--- src/rtl/lcd_dma_pkg.sv ---
package lcd_dma_pkg;

  typedef enum logic [3:0] {
    S_IDLE, S_REQ, S_RD, S_LAT, S_WAIT, S_STB, S_LOW, S_REL, S_DONE
  } dma_state_t;

  localparam logic [2:0] SEL_PACE = 3'd0;
  localparam logic [2:0] SEL_BASE = 3'd1;
  localparam logic [2:0] SEL_ROWS = 3'd2;
  localparam logic [2:0] SEL_COLS = 3'd3;
  localparam logic [2:0] SEL_GO   = 3'd4;

  // frame length in bytes from the panel geometry
  function automatic logic [31:0] frame_words(input logic [15:0] rows,
                                               input logic [15:0] cols);
    return 32'(rows) * 32'(cols);
  endfunction

endpackage

--- src/rtl/lcd_dma_regs.sv ---
module lcd_dma_regs
  import lcd_dma_pkg::*;
#(
  parameter int ADDR_W = 16,
  parameter int DIM_W  = 8,
  localparam int CNT_W = 2 * DIM_W
) (
  input  logic              clk,
  input  logic              rst_n,
  input  logic              cfg_we,
  input  logic [2:0]        cfg_sel,
  input  logic [ADDR_W-1:0] cfg_wdata,
  input  logic              busy,
  output logic              pace_sel,
  output logic [ADDR_W-1:0] base,
  output logic [CNT_W-1:0]  total,
  output logic              start_go
);
  logic [DIM_W-1:0] rows_q, cols_q;

  always_ff @(posedge clk or negedge rst_n) begin
    if (!rst_n) begin
      pace_sel <= 1'b0;
      base     <= '0;
      rows_q   <= '0;
      cols_q   <= '0;
    end else if (cfg_we) begin
      case (cfg_sel)
        SEL_PACE: pace_sel <= cfg_wdata[0];
        SEL_BASE: base     <= cfg_wdata;
        SEL_ROWS: rows_q   <= cfg_wdata[DIM_W-1:0];
        SEL_COLS: cols_q   <= cfg_wdata[DIM_W-1:0];
        default:  ;
      endcase
    end
  end

  assign total    = CNT_W'(frame_words(16'(rows_q), 16'(cols_q)));
  assign start_go = cfg_we && (cfg_sel == SEL_GO) && !busy && (total != '0);
endmodule

--- src/rtl/lcd_dma_addr_cnt.sv ---
module lcd_dma_addr_cnt #(
  parameter int ADDR_W = 16,
  parameter int CNT_W  = 16
) (
  input  logic              clk,
  input  logic              rst_n,
  input  logic              load,
  input  logic [ADDR_W-1:0] base,
  input  logic [CNT_W-1:0]  total,
  input  logic              step,
  output logic [ADDR_W-1:0] addr,
  output logic              last
);
  logic [CNT_W-1:0] remain;

  always_ff @(posedge clk or negedge rst_n) begin
    if (!rst_n) begin
      addr   <= '0;
      remain <= '0;
    end else if (load) begin
      addr   <= base;
      remain <= total;
    end else if (step) begin
      addr   <= addr + ADDR_W'(1);
      remain <= remain - CNT_W'(1);
    end
  end

  assign last = (remain == CNT_W'(1));
endmodule

--- src/rtl/lcd_dma_seq.sv ---
module lcd_dma_seq
  import lcd_dma_pkg::*;
(
  input  logic clk,
  input  logic rst_n,
  input  logic start_go,
  input  logic bus_ack,
  input  logic pace_tick,
  input  logic last,
  output logic bus_req,
  output logic busy,
  output logic mem_rd,
  output logic lat_en,
  output logic strobe,
  output logic step,
  output logic done
);
  dma_state_t state, nxt;

  always_ff @(posedge clk or negedge rst_n) begin
    if (!rst_n) state <= S_IDLE;
    else        state <= nxt;
  end

  always_comb begin
    nxt = state;
    case (state)
      S_IDLE:  if (start_go) nxt = S_REQ;
      S_REQ:   if (bus_ack) nxt = S_RD;
      S_RD:    nxt = S_LAT;
      S_LAT:   nxt = S_WAIT;
      S_WAIT:  if (pace_tick) nxt = S_STB;
      S_STB:   nxt = S_LOW;
      S_LOW:   nxt = last ? S_REL : S_RD;
      S_REL:   nxt = S_DONE;
      S_DONE:  nxt = S_IDLE;
      default: nxt = S_IDLE;
    endcase
  end

  assign busy    = (state != S_IDLE);
  assign bus_req = busy && (state != S_REL) && (state != S_DONE);
  assign mem_rd  = (state == S_RD);
  assign lat_en  = (state == S_LAT);
  assign strobe  = (state == S_STB);
  assign step    = (state == S_LOW);
  assign done    = (state == S_DONE);
endmodule

--- src/rtl/lcd_frame_dma.sv ---
module lcd_frame_dma #(
  parameter int ADDR_W = 16,
  parameter int DATA_W = 8,
  parameter int DIM_W  = 8,
  localparam int CNT_W = 2 * DIM_W
) (
  input  logic              clk,
  input  logic              rst_n,
  input  logic              cfg_we,
  input  logic [2:0]        cfg_sel,
  input  logic [ADDR_W-1:0] cfg_wdata,
  input  logic              tick_slow,
  input  logic              tick_timer,
  output logic              bus_req,
  input  logic              bus_ack,
  output logic              mem_rd,
  output logic [ADDR_W-1:0] mem_addr,
  input  logic [DATA_W-1:0] mem_rdata,
  output logic [DATA_W-1:0] lcd_data,
  output logic              lcd_strobe,
  output logic              busy,
  output logic              done
);
  // named internal events, also used by the bound checker
  logic              start_go;
  logic              last_word;
  logic              step;
  logic              lat_en;
  logic              pace_sel;
  logic              pace_tick;
  logic [ADDR_W-1:0] base;
  logic [CNT_W-1:0]  total;

  lcd_dma_regs #(.ADDR_W(ADDR_W), .DIM_W(DIM_W)) u_regs (
    .clk(clk), .rst_n(rst_n), .cfg_we(cfg_we), .cfg_sel(cfg_sel),
    .cfg_wdata(cfg_wdata), .busy(busy), .pace_sel(pace_sel),
    .base(base), .total(total), .start_go(start_go)
  );

  lcd_dma_addr_cnt #(.ADDR_W(ADDR_W), .CNT_W(CNT_W)) u_addr (
    .clk(clk), .rst_n(rst_n), .load(start_go), .base(base),
    .total(total), .step(step), .addr(mem_addr), .last(last_word)
  );

  lcd_dma_seq u_seq (
    .clk(clk), .rst_n(rst_n), .start_go(start_go), .bus_ack(bus_ack),
    .pace_tick(pace_tick), .last(last_word), .bus_req(bus_req),
    .busy(busy), .mem_rd(mem_rd), .lat_en(lat_en), .strobe(lcd_strobe),
    .step(step), .done(done)
  );

  assign pace_tick = pace_sel ? tick_timer : tick_slow;

  always_ff @(posedge clk or negedge rst_n) begin
    if (!rst_n)      lcd_data <= '0;
    else if (lat_en) lcd_data <= mem_rdata;
  end
endmodule

--- config.mk ---
export PLATFORM = sky130hd
export DESIGN_NAME = lcd_frame_dma
export DESIGN_NICKNAME = d
export VERILOG_FILES = /design/src/rtl/lcd_dma_pkg.sv /design/src/rtl/lcd_dma_regs.sv /design/src/rtl/lcd_dma_addr_cnt.sv /design/src/rtl/lcd_dma_seq.sv /design/src/rtl/lcd_frame_dma.sv
export SDC_FILE = /design/constraint.sdc
export NUM_CORES = 1
export LEC_CHECK = 0
export CORE_ASPECT_RATIO = 0.7
export CORE_UTILIZATION = 25
export DETAILED_ROUTE_END_ITERATION = 12
export DONT_BUFFER_PORTS = 1
export HOLD_SLACK_MARGIN = 0.06
export SLEW_MARGIN = 20
export SYNTH_ARGS = -nofsm -noshare
export SYNTH_HDL_FRONTEND = slang
export SYNTH_SLANG_ARGS = --single-unit
--- constraint.sdc ---
create_clock -name clk -period 6.05 [get_ports clk]
set_clock_uncertainty 0.1 [all_clocks]
set_input_delay 0.9075 -clock clk [delete_from_list [all_inputs] [get_ports clk]]
set_output_delay 0.9075 -clock clk [all_outputs]
set_load 0.02 [all_outputs]
==> results_dict.tcl, run 1 <==
set metrics [dict create \
    fin_crit_sh_pct 95.82 \
    synth_ff_type "sky130_fd_sc_hd__dfrtp_1" \
    route.detailed.drc 0 \
    finalCoreUtilization_pct 29.19 \
    start_kind "flop" \
    total_power_mw 3.751 \
    async_reset_ff_share_pct 100.0 \
    routed-via-count 4084 \
    total_leakage_power_nw 2.829 \
    cts_buffers 9 \
    cts_tree "built" \
    mappedNetlistNets 663 \
    timing.final.hold_violations 0 \
    grt_pass1_vias 4029 \
    row_count 45 \
    grt_use_total_pct 11.86 \
    antenna_cells_inserted 0 \
    yosysMostFrequentCell "sky130_fd_sc_hd__dfrtp_1" \
    max_cap_violations 0 \
    syn-cell-area_um2 5746 \
    grt_start_max_net_pins 78 \
    power_density_nw_per_um2 580.7 \
    synth_sequential_area_ratio_pct 33.54 \
    largest_fanout_on_the_critical_path 16 \
    worst-r2r-setup-slack_ps 250 \
    unrepaired_setup_endpoints_after_global_routing "no" \
    worst_setup_path_endpoint "u_addr.addr[2]$_DFFE_PN0P_" \
    launching_point_of_the_worst_reg2reg_path "u_regs.rows_q[0]$_DFFE_PN0P_" \
    ant_nets 0 \
    synth.cells.most_frequent "sky130_fd_sc_hd__dfrtp_1 (77), sky130_fd_sc_hd__and2_1 (53), sky130_fd_sc_hd__mux2_2 (48)" \
    path_clk_slew_ps 60 \
    die_height_um 128.8 \
    post_route_cells_drive_above_1_share_pct 14.59 \
    criticalPathCategory "flop to flop" \
    max-vdd-ir-drop_v 0.0002807 \
    critPathLaunch "u_regs.rows_q[0]$_DFFE_PN0P_" \
    grt_antenna_before_repair 0 \
    die-width_um 183.2 \
    report.final.setup_viol 0 \
    clk_path_buf_depth 2 \
    status "finished, final reports clean" \
    dr.first_iter.drc_count 286 \
    yosys_warnings 0 \
    worst_slew_margin_rel_pct 48.90 \
    worstHoldPathType "input pin to async pin" \
    gp_congestion 0.7901 \
    final.min_clock_period_ps 5797 \
    placeableCoreArea_um2 22130 \
    routed_via_density 4.673 \
    post_drt_wl_per_cell_um 15.24 \
    overflow 0 \
    area.growth.synth_to_final_pct 12.41 \
    yosysTopAreaCellShare_pct 33.54 \
    pin_slew_with_the_least_headroom_to_its_limit_ps 763.7 \
    ioPinCount 62 \
    initial_utilization_pct 25.97 \
    max_freq_ghz 0.1725 \
    cts_sinks 77 \
    final_max_slew_viol_count 0 \
    root_buffer "sky130_fd_sc_hd__clkbuf_16" \
    netlist-cell-type-count 54 \
    worst_r2r_endpoint "u_addr.addr[2]$_DFFE_PN0P_" \
    die_area_um2 23600 \
    grt_first_pass_wirelength_um 21960 \
    worst_setup_path_end_kind "flop" \
    setup_tns_ps 0 \
    timing.reg2reg.worst_path_depth 14 \
    drt_pass1_iterations 4 \
    arrival_ps 5910 \
    postSynthCellCount 555 \
    synth_enable_flop_cells 0 \
    synth.ff_latch_count 77 \
    synthTopCellsByArea "sky130_fd_sc_hd__dfrtp_1 (34%), sky130_fd_sc_hd__fa_1 (13%), sky130_fd_sc_hd__mux2_2 (9.4%)" \
    routed_wirelength_um 13320 \
    final_nets 673 \
    insertion_delay_ps 340 \
    hpwlAfterDp_um 10580 \
    cp.required_ps 6170 \
    synth.avg_cell_area_um2 10.35 \
    portBuffers 0 \
    synth_area_leader_cell "sky130_fd_sc_hd__dfrtp_1" \
    postCtsSetupRepairBufs 0 \
    clock_tree.htree_level_count 3 \
]
[cells by family after synthesis]
logic type	after synthesis	synth area share (%)
adder cells (fa/ha/maj)	75	21.04
AND/OR/NAND/NOR	207	19.01
multiplexers	56	10.89
XOR/XNOR	30	4.573
AO/OA/AOI/OAI	66	7.861
buffers and inverters	44	3.092
flip-flops	77	33.54
[layout make-up]
type | instances | area (um2)
multi-input cells | 434 | 3650
clock inverters | 6 | 72.57
fillers | 2288 | 15670
clock buffers | 9 | 225.2
well taps | 305 | 381.6
repair buffers | 10 | 75.07
flip-flops and latches | 77 | 1931
inverters | 33 | 123.9
[repair_timing]
action,4_1_cts,5_1_grt
endpoints found under the hold margin,0,0
endpoints found under the setup margin,0,9
gates resized for setup,0,4
hold buffers,0,0
[metrics by stage]
step / setup WS (ps) / std cells / hold WS (ps) / area [um2]
after global placement: 281.7 / 859 / 363.9 / 6148
final: 252.8 / 874 / 159.0 / 6459
after detailed placement: 161.9 / 859 / 371.5 / 6148
after CTS: 168.0 / 874 / 145.4 / 6446
after global routing: 12.15 / 874 / 139.8 / 6459
after floorplan: 509.9 / 555 / 354.1 / 5746
[per-layer routing]
layer / global-route usage (%) / up-vias / share of wire [%]
met5: 0 / - / 0
met4: 2.353 / 0 / 0.48
met3: 3.991 / 6 / 8.3
met1: 17.81 / 2024 / 52
met2: 16.22 / 98 / 39
li1: - / 1956 / -
[sequential cells by signal, summed over array words and instances, names as in the netlist]
| signal | flops |
|---|---|
| u_addr.addr | 16 |
| u_regs.cols_q | 8 |
| lcd_data | 8 |
| u_regs.rows_q | 8 |
| u_regs.pace_sel | 1 |
| u_addr.remain | 16 |
| u_seq.state | 4 |
| u_regs.base | 16 |
[power by group]
group	internal [mW]	total [mW]	switching, mW
sequential	0.701	1.03	0.325
combinational	0.966	2.18	1.22
clock	0.321	0.540	0.220
total	1.99	3.75	1.76
[worst max-delay path: stages, from the launching register on]
cell	delay, ps
sky130_fd_sc_hd__dfrtp_1	450
sky130_fd_sc_hd__and2_1	210
sky130_fd_sc_hd__fa_1	520
sky130_fd_sc_hd__fa_1	520
sky130_fd_sc_hd__fa_1	520
sky130_fd_sc_hd__fa_1	490
sky130_fd_sc_hd__ha_1	360
sky130_fd_sc_hd__and2_1	170
sky130_fd_sc_hd__a221o_1	330
sky130_fd_sc_hd__or3_1	390
sky130_fd_sc_hd__a2111oi_2	390
sky130_fd_sc_hd__nand4_1	180
sky130_fd_sc_hd__or4_4	490
sky130_fd_sc_hd__nand2_8	180
sky130_fd_sc_hd__mux2_2	360
[worst min path at each step]
stage                     slack (ps)                          end  cells after the start                        start
after global placement           360  u_addr.addr[12]$_DFFE_PN0P_                      1  u_regs.base[12]$_DFFE_PN0P_
after detailed placement         370  u_addr.addr[12]$_DFFE_PN0P_                      1  u_regs.base[12]$_DFFE_PN0P_
after CTS                        150  u_regs.base[10]$_DFFE_PN0P_                      0                        rst_n
after global routing             140  u_regs.base[14]$_DFFE_PN0P_                      0                        rst_n
after floorplan                  350  u_addr.addr[11]$_DFFE_PN0P_                      1  u_regs.base[11]$_DFFE_PN0P_
final                            160  u_regs.base[14]$_DFFE_PN0P_                      0                        rst_n
[cells in the final DEF (no fill, tap or decap), drive strengths merged, types with 5 or more instances in the layout]
master,count
clkbuf,9
nand2b,7
mux2,52
fa,36
xnor2,24
nor4,5
nand4,6
o21ai,17
nand2,45
inv,34
o211ai,7
nor3,14
buf,10
dfrtp,77
and3,8
ha,39
xor2,6
a21oi,12
nand3,20
and2,53
nor2,32
Power figures use the tool's default switching activity.
==> run 2: changes to the inputs <==
--- a/config.mk
+++ b/config.mk
@@ -5,11 +5,15 @@
 export SDC_FILE = /design/constraint.sdc
 export NUM_CORES = 1
 export LEC_CHECK = 0
+export CELL_PAD_IN_SITES_DETAIL_PLACEMENT = 1
+export CELL_PAD_IN_SITES_GLOBAL_PLACEMENT = 1
 export CORE_ASPECT_RATIO = 0.7
 export CORE_UTILIZATION = 25
 export DETAILED_ROUTE_END_ITERATION = 12
 export DONT_BUFFER_PORTS = 1
 export HOLD_SLACK_MARGIN = 0.06
+export PLACE_DENSITY_LB_ADDON = 0.3
+export SETUP_SLACK_MARGIN = 0.5
 export SLEW_MARGIN = 20
 export SYNTH_ARGS = -nofsm -noshare
 export SYNTH_HDL_FRONTEND = slang
==> results_dict.tcl, run 2 (synthesis gave the netlist of run 1 again) <==
set metrics [dict create \
    ioPinCount 62 \
    finalCoreUtilization_pct 31.29 \
    post-place-ws_ps 101.0 \
    max-vdd-ir-drop_v 0.0004240 \
    cts_buffers 9 \
    path_clk_slew_ps 70 \
    drt_pass1_iterations 4 \
    placeableCoreArea_um2 22130 \
    largest_fanout_on_the_critical_path 5 \
    row_count 45 \
    status "finished, final reports clean" \
    cp.required_ps 6180 \
    gp_congestion 0.7805 \
    finalWorstSetupSlack_ps 467.7 \
    dr.first_iter.drc_count 194 \
    cts_sinks 77 \
    grt_pass1_vias 4755 \
    root_buffer "sky130_fd_sc_hd__clkbuf_16" \
    layout.cells.most_common "sky130_fd_sc_hd__dfrtp_1" \
    cts.hold.buffers_added 0 \
    post_route_cells_drive_above_1_share_pct 24.63 \
    overflow 0 \
    route.detailed.drc 0 \
    area.growth.synth_to_final_pct 20.51 \
    die_area_um2 23600 \
    clock_tree.htree_level_count 3 \
    worst_setup_path_end_kind "flop" \
    hpwlAfterDp_um 11950 \
    final_nets 704 \
    grt_use_total_pct 13.98 \
    grt_antenna_before_repair 0 \
    die_height_um 128.8 \
    power_density_nw_per_um2 666.0 \
    worstHoldPathType "input pin to async pin" \
    unrepaired_setup_endpoints_after_global_routing "yes" \
    max_freq_ghz 0.1791 \
    setup_tns_ps 0 \
    clk_path_buf_depth 2 \
    final_max_slew_viol_count 0 \
    insertion_delay_ps 340 \
    pin_slew_with_the_least_headroom_to_its_limit_ps 827.4 \
    timing.final.hold_violations 0 \
    cts_tree "built" \
    portBuffers 0 \
    routed_wirelength_um 16060 \
    total_leakage_power_nw 3.029 \
    criticalPathCategory "flop to flop" \
    worst_slew_margin_rel_pct 44.63 \
    final.min_clock_period_ps 5582 \
    routed_via_density 4.747 \
    largest_registers "u_addr.addr: 16 flops, u_addr.remain: 16 flops, u_regs.base: 16 flops" \
    report.final.setup_viol 0 \
    antenna_cells_inserted 0 \
    arrival_ps 5710 \
    routed-via-count 4301 \
    start_kind "flop" \
    grt_first_pass_wirelength_um 25620 \
    grt_start_max_net_pins 78 \
    die-width_um 183.2 \
    initial_utilization_pct 25.97 \
    max_cap_violations 0 \
    fin_crit_sh_pct 92.27 \
    layout_common_cells "sky130_fd_sc_hd__dfrtp_1 (65), sky130_fd_sc_hd__and2_1 (51), sky130_fd_sc_hd__mux2_2 (44)" \
    ant_nets 0 \
    post_drt_wl_per_cell_um 17.72 \
]
==> run 2: cell count changes in the layout (fill, tap and decap cells not counted), moves of 3 or more <==
cell,delta
sky130_fd_sc_hd__a211oi_1,-3
sky130_fd_sc_hd__o21ai_1,+7
sky130_fd_sc_hd__ha_1,-4
sky130_fd_sc_hd__mux2_1,-4
sky130_fd_sc_hd__a211oi_2,+3
sky130_fd_sc_hd__dfrtp_2,+9
sky130_fd_sc_hd__dfrtp_1,-9
sky130_fd_sc_hd__mux2_2,-4
sky130_fd_sc_hd__ha_4,+4
sky130_fd_sc_hd__o21ai_0,-7
sky130_fd_sc_hd__mux2_4,+8
sky130_fd_sc_hd__buf_4,+25
==> run 2: layer usage <==
layer,part of all wire (%),vias up,GRT usage (%)
li1,-,2013,-
met2,42,74,20.87
met5,0,-,0
met3,4.6,9,3.283
met1,53,2205,20.95
met4,0.40,0,1.471
==> run 2: metrics by stage <==
stage | total power [mW] | instance area (um2) | std cells | hold WS, ps
detailed placement | 3.354 | 6133 | 857 | 377.1
global placement | 3.294 | 6133 | 857 | 365.2
finish | 4.611 | 6924 | 906 | 153.9
global route | 5.012 | 6924 | 906 | 137.1
CTS | 4.209 | 6764 | 899 | 142.9
floorplan | 2.705 | 5746 | 555 | 354.1
==> run 2: worst max-delay path, cell delays in order, from the launching register on <==
cell	delay, ps
sky130_fd_sc_hd__dfrtp_2	450
sky130_fd_sc_hd__and2_4	170
sky130_fd_sc_hd__fa_1	580
sky130_fd_sc_hd__fa_1	450
sky130_fd_sc_hd__fa_1	460
sky130_fd_sc_hd__fa_1	550
sky130_fd_sc_hd__ha_4	220
sky130_fd_sc_hd__and2_4	130
sky130_fd_sc_hd__a221o_1	350
sky130_fd_sc_hd__buf_6	130
sky130_fd_sc_hd__o211a_1	240
sky130_fd_sc_hd__o41a_1	350
sky130_fd_sc_hd__xor2_2	180
sky130_fd_sc_hd__or4_4	620
sky130_fd_sc_hd__nand2_8	150
sky130_fd_sc_hd__mux2_2	330
==> run 2: power by group <==
part | internal, mW | leakage, nW | switching [mW]
clock | 0.288 | 0.145 | 0.239
combinational | 1.47 | 1.97 | 1.60
sequential | 0.704 | 0.916 | 0.309
total | 2.46 | 3.03 | 2.15
==> run 2: timing repair <==
action | 4_1_cts | 5_1_grt
cloned | 1 | 1
endpoints found under the setup margin | 32 | 29
gates resized for setup | 38 | 21
setup buffers | 25 | 6
pin swaps | 16 | 13
==> run 2: final timing paths <==
kind	endpoint	slack (ps)	from	cells past startpoint
worst max register to register	u_addr.addr[9]$_DFFE_PN0P_	470	u_regs.cols_q[5]$_DFFE_PN0P_	15
worst min-delay path	u_regs.base[11]$_DFFE_PN0P_	150	rst_n	0
worst max-delay path	u_addr.addr[9]$_DFFE_PN0P_	470	u_regs.cols_q[5]$_DFFE_PN0P_	15
min in group clk	u_addr.addr[9]$_DFFE_PN0P_	400	u_regs.base[9]$_DFFE_PN0P_	1
worst min register to register	u_addr.addr[9]$_DFFE_PN0P_	400	u_regs.base[9]$_DFFE_PN0P_	1
max in group asynchronous	u_addr.remain[12]$_DFFE_PN0P_	5570	rst_n	0
==> run 2: cell type report <==
class	count	area, um2
Clock buffer	9	225.2
Clock inverter	7	62.56
Fill cell	2497	15200
Inverter	33	123.9
Multi-Input combinational cell	435	3860
Sequential cell	77	1942
Tap cell	305	381.6
Timing Repair Buffer	40	329.1
